`config.mk`:
```
export PLATFORM = sky130hd
export DESIGN_NAME = cal_alarm_irq
export DESIGN_NICKNAME = d
export VERILOG_FILES = /design/src/rtl/cal_alarm_pkg.sv /design/src/rtl/cal_alarm_ctrl.sv /design/src/rtl/cal_alarm_dp.sv /design/src/rtl/cal_alarm_irq.sv
export SDC_FILE = /design/constraint.sdc
export NUM_CORES = 1
export LEC_CHECK = 0
export ABC_AREA = 0
export BUFFER_PORTS_ARGS = -buffer_cell sky130_fd_sc_hd__buf_2
export CORE_UTILIZATION = 55
export DETAILED_ROUTE_END_ITERATION = 6
export PLACE_DENSITY = 0.9
export SYNTH_ARGS = -nofsm -noshare
export SYNTH_HDL_FRONTEND = slang
export SYNTH_SLANG_ARGS = --single-unit
```
`constraint.sdc`:
```
create_clock -name clk -period 4.4 [get_ports clk]
set_input_delay 0.88 -clock clk [delete_from_list [all_inputs] [get_ports clk]]
set_output_delay 0.88 -clock clk [all_outputs]
set_load 0.02 [all_outputs]
```
`src/rtl/cal_alarm_pkg.sv`:
```
package cal_alarm_pkg;

  localparam int NUM_FIELDS  = 7;
  localparam int FIELD_MAX_W = 7;

  localparam int SEC_W   = 6;
  localparam int MIN_W   = 6;
  localparam int HOUR_W  = 5;
  localparam int DOM_W   = 5;
  localparam int DOW_W   = 3;
  localparam int MONTH_W = 4;
  localparam int YEAR_W  = 7;

  // status bit positions
  localparam int STA_W     = 2;
  localparam int STA_ALARM = 0;
  localparam int STA_TICK  = 1;

  // enable bit positions
  localparam int EN_W       = 3;
  localparam int EN_ALARM   = 0;
  localparam int EN_TICK    = 1;
  localparam int EN_ONESHOT = 2;

  // register byte offsets
  localparam int ADDR_STATUS  = 'h04;
  localparam int ADDR_ENABLE  = 'h08;
  localparam int ADDR_MASK    = 'h10;
  localparam int ALARM_BASE   = 'h30;
  localparam int FIELD_STRIDE = 4;

  function automatic int fieldWidth(input int idx);
    case (idx)
      0:       return SEC_W;
      1:       return MIN_W;
      2:       return HOUR_W;
      3:       return DOM_W;
      4:       return DOW_W;
      5:       return MONTH_W;
      default: return YEAR_W;
    endcase
  endfunction

  typedef struct packed {
    logic                  wrEnable;
    logic                  wrMask;
    logic [NUM_FIELDS-1:0] wrField;
    logic                  rdStatus;
    logic                  tickEvt;
    logic                  alarmEvt;
    logic                  selfDisable;
  } ctrlStrobes_t;

endpackage

```
`src/rtl/cal_alarm_ctrl.sv`:
```
module cal_alarm_ctrl
  import cal_alarm_pkg::*;
#(
  parameter int ADDR_W = 8
) (
  input  logic              regWrEn,
  input  logic              regRdEn,
  input  logic [ADDR_W-1:0] regAddr,
  input  logic              tickIn,
  input  logic              matchAll,
  input  logic              alarmEnable,
  input  logic              oneShot,
  output ctrlStrobes_t      strobes
);

  logic [NUM_FIELDS-1:0] fieldSel;

  for (genvar g = 0; g < NUM_FIELDS; g++) begin : gDecode
    localparam int FIELD_ADDR = ALARM_BASE + g * FIELD_STRIDE;
    assign fieldSel[g] = (regAddr == ADDR_W'(FIELD_ADDR));
  end

  always_comb begin
    strobes.wrEnable    = regWrEn && (regAddr == ADDR_W'(ADDR_ENABLE));
    strobes.wrMask      = regWrEn && (regAddr == ADDR_W'(ADDR_MASK));
    strobes.wrField     = regWrEn ? fieldSel : '0;
    strobes.rdStatus    = regRdEn && (regAddr == ADDR_W'(ADDR_STATUS));
    strobes.tickEvt     = tickIn;
    strobes.alarmEvt    = tickIn && matchAll;
    // software write to the enable register outranks the one-shot disarm
    strobes.selfDisable = tickIn && matchAll && alarmEnable && oneShot
                          && !strobes.wrEnable;
  end

endmodule

```
`src/rtl/cal_alarm_dp.sv`:
```
module cal_alarm_dp
  import cal_alarm_pkg::*;
#(
  parameter int ADDR_W = 8,
  parameter int DATA_W = 16
) (
  input  logic                            clk,
  input  logic                            rstN,
  input  ctrlStrobes_t                    strobes,
  input  logic [ADDR_W-1:0]               regAddr,
  input  logic [DATA_W-1:0]               regWrData,
  input  logic [NUM_FIELDS*FIELD_MAX_W-1:0] curFlat,
  output logic                            matchAll,
  output logic [EN_W-1:0]                 enBits,
  output logic [STA_W-1:0]                staBits,
  output logic [STA_W-1:0]                armBits,
  output logic [DATA_W-1:0]               regRdData,
  output logic                            irqN
);

  logic [NUM_FIELDS-1:0]  maskReg;
  logic [NUM_FIELDS-1:0]  fieldHit;
  logic [FIELD_MAX_W-1:0] fieldVal [NUM_FIELDS];
  logic [STA_W-1:0]       evtVec;
  logic [STA_W-1:0]       evtEnabled;

  // alarm field storage and per-field comparators
  for (genvar g = 0; g < NUM_FIELDS; g++) begin : gField
    localparam int W = fieldWidth(g);
    logic [W-1:0] value;

    always_ff @(posedge clk or negedge rstN) begin
      if (!rstN) begin
        value <= '0;
      end else if (strobes.wrField[g]) begin
        value <= regWrData[W-1:0];
      end
    end

    assign fieldVal[g] = FIELD_MAX_W'(value);
    assign fieldHit[g] = maskReg[g] | (value == curFlat[g*FIELD_MAX_W +: W]);
  end

  assign matchAll = &fieldHit;

  always_ff @(posedge clk or negedge rstN) begin
    if (!rstN) begin
      maskReg <= '0;
    end else if (strobes.wrMask) begin
      maskReg <= regWrData[NUM_FIELDS-1:0];
    end
  end

  always_ff @(posedge clk or negedge rstN) begin
    if (!rstN) begin
      enBits <= '0;
    end else if (strobes.wrEnable) begin
      enBits <= regWrData[EN_W-1:0];
    end else if (strobes.selfDisable) begin
      enBits[EN_ALARM] <= 1'b0;
    end
  end

  always_comb begin
    evtVec               = '0;
    evtVec[STA_ALARM]    = strobes.alarmEvt;
    evtVec[STA_TICK]     = strobes.tickEvt;
    evtEnabled           = '0;
    evtEnabled[STA_ALARM] = strobes.alarmEvt && enBits[EN_ALARM];
    evtEnabled[STA_TICK]  = strobes.tickEvt && enBits[EN_TICK];
  end

  // status: clear-on-read, a same-cycle event survives the clear
  always_ff @(posedge clk or negedge rstN) begin
    if (!rstN) begin
      staBits <= '0;
      armBits <= '0;
    end else begin
      staBits <= (strobes.rdStatus ? '0 : staBits) | evtVec;
      armBits <= (strobes.rdStatus ? '0 : armBits) | evtEnabled;
    end
  end

  assign irqN = ~|armBits;

  always_comb begin
    regRdData = '0;
    if (regAddr == ADDR_W'(ADDR_STATUS)) begin
      regRdData[STA_W-1:0] = staBits;
    end else if (regAddr == ADDR_W'(ADDR_ENABLE)) begin
      regRdData[EN_W-1:0] = enBits;
    end else if (regAddr == ADDR_W'(ADDR_MASK)) begin
      regRdData[NUM_FIELDS-1:0] = maskReg;
    end else begin
      for (int i = 0; i < NUM_FIELDS; i++) begin
        if (regAddr == ADDR_W'(ALARM_BASE + i * FIELD_STRIDE)) begin
          regRdData[FIELD_MAX_W-1:0] = fieldVal[i];
        end
      end
    end
  end

endmodule

```
`src/rtl/cal_alarm_irq.sv`:
```
module cal_alarm_irq
  import cal_alarm_pkg::*;
#(
  parameter int ADDR_W = 8,
  parameter int DATA_W = 16
) (
  input  logic              clk,
  input  logic              rstN,
  input  logic              tickIn,
  input  logic [SEC_W-1:0]  curSec,
  input  logic [MIN_W-1:0]  curMin,
  input  logic [HOUR_W-1:0] curHour,
  input  logic [DOM_W-1:0]  curDom,
  input  logic [DOW_W-1:0]  curDow,
  input  logic [MONTH_W-1:0] curMonth,
  input  logic [YEAR_W-1:0] curYear,
  input  logic              regWrEn,
  input  logic              regRdEn,
  input  logic [ADDR_W-1:0] regAddr,
  input  logic [DATA_W-1:0] regWrData,
  output logic [DATA_W-1:0] regRdData,
  output logic              irqN
);

  logic [NUM_FIELDS*FIELD_MAX_W-1:0] curFlat;
  ctrlStrobes_t     strobes;
  logic             matchAll;
  logic [EN_W-1:0]  enBits;
  logic [STA_W-1:0] staBits;
  logic [STA_W-1:0] armBits;

  assign curFlat = {
    FIELD_MAX_W'(curYear), FIELD_MAX_W'(curMonth), FIELD_MAX_W'(curDow),
    FIELD_MAX_W'(curDom),  FIELD_MAX_W'(curHour),  FIELD_MAX_W'(curMin),
    FIELD_MAX_W'(curSec)
  };

  cal_alarm_ctrl #(.ADDR_W(ADDR_W)) u_ctrl (
    .regWrEn    (regWrEn),
    .regRdEn    (regRdEn),
    .regAddr    (regAddr),
    .tickIn     (tickIn),
    .matchAll   (matchAll),
    .alarmEnable(enBits[EN_ALARM]),
    .oneShot    (enBits[EN_ONESHOT]),
    .strobes    (strobes)
  );

  cal_alarm_dp #(.ADDR_W(ADDR_W), .DATA_W(DATA_W)) u_dp (
    .clk      (clk),
    .rstN     (rstN),
    .strobes  (strobes),
    .regAddr  (regAddr),
    .regWrData(regWrData),
    .curFlat  (curFlat),
    .matchAll (matchAll),
    .enBits   (enBits),
    .staBits  (staBits),
    .armBits  (armBits),
    .regRdData(regRdData),
    .irqN     (irqN)
  );

endmodule

```
==> reports/summary.txt <==
DIE HEIGHT -> 74.7 microns
Number of synthesized flops with an enable pin -> 0
Relative slew slack -> 0.271
Crit start category -> primary input
Critical-path top delay cell -> or4_4
Post-synth top cells -> dfrtp_1 (50), mux2_2 (45), xor2_1 (25), xnor2_1 (11), buf_4 (9)
Yosys reg bits -> 50
Synth Instances -> 242
Most common cell on crit path -> buf_2
Final Slew Violations -> 0
Layout cells sized above 1 -> 0.436
Grt total ovfl -> 0
Final setup margin -> 0.524 ns
Vias per cell -> 6.20
Pwr Total -> 0.000923 W
Final hold violations -> 0
Fmax -> 0.258 GHz
Fillers -> 401
Vias in the first global route -> 2311
Slew @ Worst Pin -> 1.09 ns
RD Place Congestion -> 0.917
Xor and xnor area share after synthesis -> 0.108
Fin crit share -> 0.881
# Post-CTS Setup Buffers -> 0
Min Tclk post-route -> 3.88 ns
Hold-fix buffers, CTS -> 0
Crit end category -> output port
Initial antenna violation count -> 0
Arr. time, crit path -> 3.00 ns
Compound-cell area share of the yosys netlist -> 0.0907
DRC Markers -> 0
Synth Cell Area -> 0.00291 sq mm
Avg WL per Cell -> 19.3 microns
RSZ-0062 raised after global routing -> no
Post-synth top area cell -> dfrtp_1
Die Wd -> 74.7 microns
Worst Skew -> 0.00596 ns
Inst Count DP -> 369
Top_reg_cell synth -> dfrtp_1
Count leader, synth -> dfrtp_1
Yosys cell types -> 48
Mapped Avg Cell Area -> 12.0 sq um
Worst-path cell chain -> buf_2, or4_4, or3_4, nor2b_2, buf_4, a2111oi_0, a221oi_1, a21oi_1, buf_2
Clock transition at path regs -> 0.08 ns
GRT Util Overall -> 0.278
Post-synthesis mux area share -> 0.224
Max Root-Sink Buffers -> 2
Post-cts repair resize count -> 0
First-pass GRT wire length -> 11.2 mm
Fin Setup TNS -> 0 ns
Clk sink count -> 50
Critical path class -> in2out
Area share of the largest cell type after synthesis -> 0.430
Root Buffer -> clkbuf_8
Antenna Nets Post-Route -> 0
CTS buffer count -> 5
Pin count of the biggest net entering global routing -> 51
Starting Density -> 0.570
Async S/R FF share, synth -> 1.00
Sequential area share after synthesis -> 0.430
Rows -> 26
Ranking of synthesized cells by area -> dfrtp_1 (43%), mux2_2 (17%), xor2_1 (7.5%)
Drt pass-1 iters -> 5
Core area -> 0.00511 sq mm
Area growth from synthesis to layout -> 14.3%
Finished Layout Cells -> 377
I/O Buffers -> 63
CTS H-tree lvls -> 2
Outcome -> completed
Detailed Route WL -> 7.27 mm
DP HPWL -> 5.45 mm
CP required -> 3.52 ns
Main combinational cell family by area after synthesis -> multiplexers
Warnings from Yosys -> 0
Simple-Gate Fraction of Synth Area -> 0.104
Max-cap viol count -> 0
Area share of fa/ha/maj cells after synthesis -> 0
Final setup vio count -> 0
Final layout net count -> 371
Ports -> 82
CTS tree -> built
Full die area -> 0.00559 sq mm
Vias -> 2336
Leakage -> 1.66 nW
Power density cells -> 278 mW/mm^2
Initial DRC Count -> 264
Critical path's largest stage delay -> 0.55 ns
Antenna cells -> 0
Hold Crit Class -> reg2reg
Setup slack at placement -> 0.565 ns
Worst-Skew Late Latency -> 0.30 ns
Critical path's top delay family -> simple AND/OR/NAND/NOR gates
CP Max Fanout -> 9
Buffers plus inverters on the worst setup path -> 3
Worst vdd ir -> 167 uV
[sequential cells by signal, summed over array words and instances (netlist names)]
signal,flops
u_dp.gField.value,36
u_dp.staBits,2
u_dp.maskReg,7
u_dp.enBits,3
u_dp.armBits,2
[cells by family (layout without fill, tap and decap cells)]
kind of cell	after synthesis	count (layout)
AOI/OAI and AO/OA	36	36
and+or+nand+nor	50	50
buffers and inverters	16	73
DFF	50	50
muxes	53	53
xor gates and xnor gates	36	36
other	1	9
[through the flow]
step / hold slack, ns / area (sq um) / util
after floorplan: 0.447 / 2940 / -
after global placement: 0.460 / 3240 / 0.634
after detailed placement: 0.465 / 3240 / 0.634
after CTS: 0.484 / 3330 / 0.651
after global routing: 0.526 / 3330 / 0.651
final: 0.487 / 3330 / 0.651
[path summary, 6_finish.rpt]
check	startpoint	endpoint	slack (ns)	cells past startpoint
min in group asynchronous	rstN	u_dp.gField[3].value[2]	0.78	1
hold reg to reg	u_dp.staBits[0]	u_dp.staBits[0]	0.49	1
max in group asynchronous	rstN	u_dp.staBits[0]	2.94	1
hold / removal	u_dp.staBits[0]	u_dp.staBits[0]	0.49	1
setup reg to reg	u_dp.gField[6].value[4]	u_dp.enBits[0]	2.16	6
setup / recovery	regAddr[7]	regRdData[2]	0.52	9
[power by group]
part	switching [W]	internal, W
Clock	0.000144	0.000127
Combinational	0.0000789	0.0000687
Sequential	0.0000227	0.000483
Total	0.000245	0.000678
[placed cells by master (no fill, tap or decap), drive strengths merged, types with 7 or more instances in the layout]
cell type / instances
xor2: 25
nand2: 8
mux2: 45
clkbuf: 7
xnor2: 11
nor4: 7
conb: 9
dfrtp: 50
buf: 64
nor2: 8
[per-layer routing]
layer  routed length (microns)  global-route usage
met1                      2860               0.360
met2                      3580               0.469
met3                       644              0.0469
met4                       190               0.107
met5                         0                   0
[layout make-up]
class / instances / area (sq um) / share of cell area
well taps: 70 / 87.6 / 0.0263
inverters: 1 / 3.75 / 0.00113
multi-input cells: 184 / 1570 / 0.472
flip-flops and latches: 50 / 1250 / 0.376
repair buffers: 64 / 323 / 0.0970
clock buffers: 7 / 86.3 / 0.0259
clock inverters: 1 / 5.00 / 0.00150
Note: power is estimated with default switching activity, not from simulation.
